## src/rtl/osd_col_timer_pkg.sv

```systemverilog
package osd_col_timer_pkg;

  typedef enum logic [0:0] {
    CS_IDLE = 1'b0,
    CS_SHOW = 1'b1
  } col_state_e;

  // Width of the pixel position counter: wide enough for the longest line
  // and the largest start offset, with headroom for one extra count.
  function automatic int pix_width(input int hpos_w, input int hres_w,
                                   input int dots, input int ofs_mul,
                                   input int ofs_add);
    int len_max;
    int ofs_max;
    int top;
    int w;
    len_max = ((1 << hres_w) - 1) * dots;
    ofs_max = ((1 << hpos_w) - 1) * ofs_mul + ofs_add;
    top     = (len_max > ofs_max) ? len_max : ofs_max;
    top     = top + 2;
    w       = 1;
    while ((1 << w) < top) w = w + 1;
    return w;
  endfunction

endpackage

```

## src/rtl/osd_col_sync.sv

```systemverilog
module osd_col_sync #(
  parameter int STAGES = 2
) (
  input  logic clk,
  input  logic rst_n,
  input  logic async_in,
  output logic rise_pulse
);

  logic [STAGES-1:0] chain;
  logic              last_q;

  generate
    for (genvar i = 0; i < STAGES; i++) begin : g_stage
      if (i == 0) begin : g_first
        always_ff @(posedge clk or negedge rst_n) begin
          if (!rst_n) chain[0] <= 1'b0;
          else        chain[0] <= async_in;
        end
      end else begin : g_next
        always_ff @(posedge clk or negedge rst_n) begin
          if (!rst_n) chain[i] <= 1'b0;
          else        chain[i] <= chain[i-1];
        end
      end
    end
  endgenerate

  always_ff @(posedge clk or negedge rst_n) begin
    if (!rst_n) last_q <= 1'b0;
    else        last_q <= chain[STAGES-1];
  end

  assign rise_pulse = chain[STAGES-1] & ~last_q;

  // A level held high yields a single pulse only.
  assert_single_pulse_R10: assert property (@(posedge clk) disable iff (!rst_n)
    rise_pulse |=> !rise_pulse);

endmodule

```

## src/rtl/osd_col_line.sv

```systemverilog
module osd_col_line #(
  parameter int HPOS_W  = 8,
  parameter int HRES_W  = 8,
  parameter int DOTS    = 12,
  parameter int OFS_MUL = 6,
  parameter int OFS_ADD = 49,
  parameter int PIX_W   = 12
) (
  input  logic              clk,
  input  logic              rst_n,
  input  logic              rise_pulse,
  input  logic [HPOS_W-1:0] hpos,
  input  logic [HRES_W-1:0] hres,
  input  logic              wide_in,
  output logic              start_hit,
  output logic              line_end,
  output logic              wide_q
);

  logic [PIX_W-1:0] pix;
  logic [PIX_W-1:0] start_q;
  logic [PIX_W-1:0] len_q;
  logic             running;
  logic [PIX_W:0]   pix_next;
  logic [PIX_W-1:0] start_calc;
  logic [PIX_W-1:0] len_calc;

  assign start_calc = PIX_W'(hpos) * PIX_W'(OFS_MUL) + PIX_W'(OFS_ADD);
  assign len_calc   = PIX_W'(hres) * PIX_W'(DOTS);
  assign pix_next   = {1'b0, pix} + {{PIX_W{1'b0}}, 1'b1};

  // The line is over once the next position would reach the line length.
  assign line_end  = running && (pix_next >= {1'b0, len_q});
  assign start_hit = running && !line_end && (pix == start_q);

  always_ff @(posedge clk or negedge rst_n) begin
    if (!rst_n) begin
      pix     <= '0;
      start_q <= '0;
      len_q   <= '0;
      running <= 1'b0;
      wide_q  <= 1'b0;
    end else if (rise_pulse) begin
      pix     <= '0;
      start_q <= start_calc;
      len_q   <= len_calc;
      running <= 1'b1;
      wide_q  <= wide_in;
    end else if (running) begin
      if (line_end) running <= 1'b0;
      else          pix     <= pix_next[PIX_W-1:0];
    end
  end

  assert_restart_R2: assert property (@(posedge clk) disable iff (!rst_n)
    rise_pulse |=> (pix == '0) && running);

  assert_hold_cfg_R8: assert property (@(posedge clk) disable iff (!rst_n)
    !rise_pulse |=> $stable(start_q) && $stable(len_q) && $stable(wide_q));

endmodule

```

## src/rtl/osd_col_cells.sv

```systemverilog
module osd_col_cells
  import osd_col_timer_pkg::*;
#(
  parameter int COLS  = 30,
  parameter int DOTS  = 12,
  parameter int COL_W = 5,
  parameter int DOT_W = 4
) (
  input  logic             clk,
  input  logic             rst_n,
  input  logic             rise_pulse,
  input  logic             line_end,
  input  logic             start_hit,
  input  logic             wide,
  output logic             disp_en,
  output logic [COL_W-1:0] col_idx,
  output logic [DOT_W-1:0] dot_idx
);

  localparam int DC_W = DOT_W + 1;

  col_state_e       st;
  logic [COL_W-1:0] col;
  logic [DC_W-1:0]  dc;
  logic [DC_W-1:0]  dot_last;
  logic [COL_W:0]   col_step;
  logic [COL_W:0]   col_next;
  logic             show;

  assign dot_last = wide ? DC_W'(2 * DOTS - 1) : DC_W'(DOTS - 1);
  assign col_step = wide ? (COL_W+1)'(2) : (COL_W+1)'(1);
  assign col_next = {1'b0, col} + col_step;
  assign show     = (st == CS_SHOW);

  always_ff @(posedge clk or negedge rst_n) begin
    if (!rst_n) begin
      st  <= CS_IDLE;
      col <= '0;
      dc  <= '0;
    end else if (rise_pulse || line_end) begin
      st  <= CS_IDLE;
      col <= '0;
      dc  <= '0;
    end else if (start_hit) begin
      st  <= CS_SHOW;
      col <= '0;
      dc  <= '0;
    end else if (show) begin
      if (dc == dot_last) begin
        dc <= '0;
        if (col_next >= (COL_W+1)'(COLS)) begin
          st  <= CS_IDLE;
          col <= '0;
        end else begin
          col <= col_next[COL_W-1:0];
        end
      end else begin
        dc <= dc + DC_W'(1);
      end
    end
  end

  assign disp_en = show;
  assign col_idx = show ? col : '0;
  assign dot_idx = !show ? '0 : (wide ? dc[DC_W-1:1] : dc[DOT_W-1:0]);

  assert_cell_range_R3: assert property (@(posedge clk) disable iff (!rst_n)
    show |-> (col < COL_W'(COLS)) && (dc <= dot_last));

  assert_even_cols_R4: assert property (@(posedge clk) disable iff (!rst_n)
    (show && wide) |-> !col[0]);

  assert_line_clip_R5: assert property (@(posedge clk) disable iff (!rst_n)
    line_end |=> !disp_en);

  assert_new_line_R6: assert property (@(posedge clk) disable iff (!rst_n)
    rise_pulse |=> !disp_en);

  assert_idle_zero_R7: assert property (@(posedge clk) disable iff (!rst_n)
    !show |-> (col == '0) && (dc == '0));

endmodule

```

## src/rtl/osd_col_timer.sv

```systemverilog
module osd_col_timer
  import osd_col_timer_pkg::*;
#(
  parameter int HPOS_W      = 8,
  parameter int HRES_W      = 8,
  parameter int COLS        = 30,
  parameter int DOTS        = 12,
  parameter int OFS_MUL     = 6,
  parameter int OFS_ADD     = 49,
  parameter int SYNC_STAGES = 2,
  localparam int COL_W      = $clog2(COLS),
  localparam int DOT_W      = $clog2(DOTS)
) (
  input  logic              clk,
  input  logic              rst_n,
  input  logic              flyback,
  input  logic [HPOS_W-1:0] hpos,
  input  logic [HRES_W-1:0] hres,
  input  logic              wide_row,
  output logic              disp_en,
  output logic [COL_W-1:0]  col_idx,
  output logic [DOT_W-1:0]  dot_idx
);

  localparam int PIX_W = pix_width(HPOS_W, HRES_W, DOTS, OFS_MUL, OFS_ADD);

  logic rise_pulse;
  logic start_hit;
  logic line_end;
  logic wide_q;

  osd_col_sync #(
    .STAGES(SYNC_STAGES)
  ) u_sync (
    .clk       (clk),
    .rst_n     (rst_n),
    .async_in  (flyback),
    .rise_pulse(rise_pulse)
  );

  osd_col_line #(
    .HPOS_W (HPOS_W),
    .HRES_W (HRES_W),
    .DOTS   (DOTS),
    .OFS_MUL(OFS_MUL),
    .OFS_ADD(OFS_ADD),
    .PIX_W  (PIX_W)
  ) u_line (
    .clk       (clk),
    .rst_n     (rst_n),
    .rise_pulse(rise_pulse),
    .hpos      (hpos),
    .hres      (hres),
    .wide_in   (wide_row),
    .start_hit (start_hit),
    .line_end  (line_end),
    .wide_q    (wide_q)
  );

  osd_col_cells #(
    .COLS (COLS),
    .DOTS (DOTS),
    .COL_W(COL_W),
    .DOT_W(DOT_W)
  ) u_cells (
    .clk       (clk),
    .rst_n     (rst_n),
    .rise_pulse(rise_pulse),
    .line_end  (line_end),
    .start_hit (start_hit),
    .wide      (wide_q),
    .disp_en   (disp_en),
    .col_idx   (col_idx),
    .dot_idx   (dot_idx)
  );

endmodule

```

## config.mk

```make
export PLATFORM = sky130hd
export DESIGN_NAME = osd_col_timer
export DESIGN_NICKNAME = d
export VERILOG_FILES = /design/src/rtl/osd_col_timer_pkg.sv /design/src/rtl/osd_col_sync.sv /design/src/rtl/osd_col_line.sv /design/src/rtl/osd_col_cells.sv /design/src/rtl/osd_col_timer.sv
export SDC_FILE = /design/constraint.sdc
export NUM_CORES = 1
export LEC_CHECK = 0
export ABC_CLOCK_PERIOD_IN_PS = 4600
export BUFFER_PORTS_ARGS = -buffer_cell sky130_fd_sc_hd__clkbuf_2
export CAP_MARGIN = 25
export CELL_PAD_IN_SITES_DETAIL_PLACEMENT = 0
export CELL_PAD_IN_SITES_GLOBAL_PLACEMENT = 2
export CORE_MARGIN = 2
export CORE_UTILIZATION = 30
export CTS_CLUSTER_DIAMETER = 150
export CTS_CLUSTER_SIZE = 28
export DETAILED_ROUTE_END_ITERATION = 10
export PLACE_DENSITY = 0.75
export RECOVER_POWER = 50
export SETUP_SLACK_MARGIN = 0.2
export SKIP_LAST_GASP = 1
export SLEW_MARGIN = 10
export SYNTH_ARGS = -nofsm -noshare
export SYNTH_HDL_FRONTEND = slang
export SYNTH_SLANG_ARGS = --single-unit
```

## constraint.sdc

```tcl
create_clock -name clk -period 4.6 [get_ports clk]
set_input_delay 0.69 -clock clk [delete_from_list [all_inputs] [get_ports clk]]
set_output_delay 0.69 -clock clk [all_outputs]
set_load 0.1 [all_outputs]
```

==> impl_metrics.ini <==
[outcome]
status = complete, but fails checks
violations = capacitance limit, slew limit

[job]
maxCapViolCount = 1

[timing]
rsz0062_at_grt = false
fin_tns_setup_ns = 0
fin_crit_ns = 3.75
slew_viol_final = 51
max_freq_mhz = 267
fin_skew_ns = 0.0122
hold_violations = 0
slew_headroom_pct = -88.4
fin_crit_sh_pct = 81.5
worst_pin_slew_ns = 2.83
finalSetupViolCount = 0

[setup_path]
path_buf_inv = 0
crit_family = compound AO/OA/AOI/OAI gates
critPathKind = flop to flop
critical_path_arrival_ns = 3.93
worst_setup_path_end_kind = flop
slowest_stage = a211oi_4
start_kind = flop
path_max_fanout = 19
crit_chain = ha_1 > and3_4 > and3_4 > nand3_1 > nor2b_1 > xor2_1 > ha_1 > a21oi_1 > nor2b_1 > a311o_1 > a211oi_4 > a21oi_1 > a31o_1
cpPeakStageDelay_ns = 0.70
worstPathRequired_ns = 4.78

[cts]
clk_pin_slew_ns = 0.08
cts-resized-gates = 0
cts-buffers-inserted = 5
cts_num_sinks = 50
post_cts_buffers = 0
ctsRootBufferMaster = clkbuf_16
clkLatencyLatePin_ns = 0.30
tritoncts = built
hold_buffers = 0
cts_max_level = 2
clk_path_buf_depth = 2

[place]
port_buffers = 29
hpwl_mm = 6.03
gp_congestion = 0.761

[grt]
grt_first_pass_wirelength_mm = 14.2
grt_max_degree = 51
antenna_found_initial = 0
grt_pass1_vias = 2885
grt_usage_pct = 13.1
grt_overflow = 0

[pwr]
p_leak_nw = 1.90
finalPower_mw = 1.26
power.density_nw_per_um2 = 300
vdd_drop_max_mv = 0.158

[final_layout]
fill_cells = 1280
layout.nets = 504
layout-drive-gt1-share_pct = 10.7
area_delta_synth_final_pct = 11.5
final_common_cell = dfrtp_1
layout_common_cells = dfrtp_1 (50), nand2_1 (44), ha_1 (34)
diodes = 0

[floorplanning]
die-area_um2 = 13400
core.rowCount = 40
initial_core_util_pct = 31.0
num_io_pins = 30
core_um2 = 12100
die_width_um = 116
die_h_um = 116

[synth]
syn-num-nets = 483
syn_inst = 426
synth_warnings = 0
syn_area_um2 = 3750
ys_types = 61
synth-seq-cells = 50
synth_top_area_share_pct = 33.4
yosys.area.top_type = dfrtp_1
synth_edf_count = 0
synth_ff_type = dfrtp_1
synthTopCellsByArea = dfrtp_1 (33%), ha_1 (11%), xnor2_1 (4.4%)
ys_seq_area_share_pct = 33.4
syn_area_per_cell_um2 = 8.80
synth-async-reset-ratio_pct = 100

[detailed_routing]
drc = 0
ant_nets = 0
vias = 2986
postRouteWirelength_mm = 8.14
via_per_inst = 4.85
post_drt_wl_per_cell_um = 13.2
initialDrtViolationCount = 174
firstDrtPassIters = 4

[hold_path]
hp-class = flop to flop
## worst paths after layout
path                       slack [ns]       startpoint  cells past startpoint         endpoint
hold reg to reg                  0.35  u_sync.chain[0]                      0  u_sync.chain[1]
setup / recovery                 0.85    u_line.pix[0]                     13    u_line.pix[4]
setup reg to reg                 0.85    u_line.pix[0]                     13    u_line.pix[4]
min in group asynchronous        1.39            rst_n                      2    u_cells.dc[0]
hold / removal                   0.35  u_sync.chain[0]                      0  u_sync.chain[1]
max in group asynchronous        1.60            rst_n                      2  u_line.len_q[7]
## through the flow
stage          area, µm²  setup slack (ns)  utilization, %  hold WS (ns)  std cells
3_3_place_gp        4040              1.00            33.3         0.339        608
2_1_floorplan       3750              1.05               -         0.331        426
6_report            4180             0.849            34.5         0.353        616
5_1_grt             4180             0.518            34.5         0.361        616
3_5_place_dp        4040             0.894            33.3         0.346        608
4_1_cts             4190             0.863            34.6         0.362        616
## cell type report
class | count | area [µm²] | share of cell area (%)
clock buffers | 5 | 125 | 2.99
clock inverters | 3 | 25.0 | 0.598
inverters | 29 | 109 | 2.60
multi-input cells | 329 | 2300 | 55.0
flip-flops and latches | 50 | 1250 | 29.9
well taps | 168 | 210 | 5.03
repair buffers | 32 | 160 | 3.83
## Yosys cell counts, drive strengths merged, types with 6 or more instances
master  instances
ha             34
a21o            7
xor2           13
and2            9
o21ai          30
xnor2          19
dfrtp          50
mux2i           6
nor2b          11
clkbuf         13
nand2b          6
nor2           29
nand3          13
a31o            8
nand2          44
a21oi          26
inv            29
and3            8
## where the power goes
part	internal [mW]	total, mW	leakage [nW]	switching (mW)
Clock	0.205	0.378	0.0704	0.173
Sequential	0.494	0.548	0.638	0.0546
Combinational	0.148	0.330	1.19	0.182
## worst register-to-register path: stages, from the launching register on
cell and delay [ns]:
dfrtp_1 0.44, ha_1 0.26, and3_4 0.23, and3_4 0.22, nand3_1 0.20, nor2b_1 0.21, xor2_1 0.17, ha_1 0.26
a21oi_1 0.13, nor2b_1 0.06, a311o_1 0.38, a211oi_4 0.70, a21oi_1 0.16, a31o_1 0.21
## metal layers
| layer | global-route usage, % | part of all wire [%] | up-vias |
|---|---|---|---|
| met1 | 17.9 | 49 | 1405 |
| met2 | 22.3 | 48 | 34 |
| li1 | - | - | 1543 |
| met5 | 0 | 0 | - |
| met3 | 1.62 | 2.3 | 4 |
| met4 | 3.10 | 0.90 | 0 |
## state kept, by name, indices dropped and copies added, names as in the netlist
name / count
u_line.pix: 12
u_line.start_q: 12
u_line.len_q: 10
u_cells.col: 5
u_cells.dc: 5
u_sync.chain: 2
u_cells.disp_en: 1
u_line.running: 1
u_line.wide_q: 1
u_sync.last_q: 1
## kinds of logic after synthesis
family	after synthesis	share of synthesized area (%)
DFF	50	33.4
AOI/OAI and AO/OA	107	18.9
xor gates and xnor gates	32	7.48
buffers and inverters	47	5.31
adders and majority gates	38	13.2
and+or+nand+nor	145	19.9
muxes	7	1.90
No activity file was read; power rests on OpenSTA's default activity.
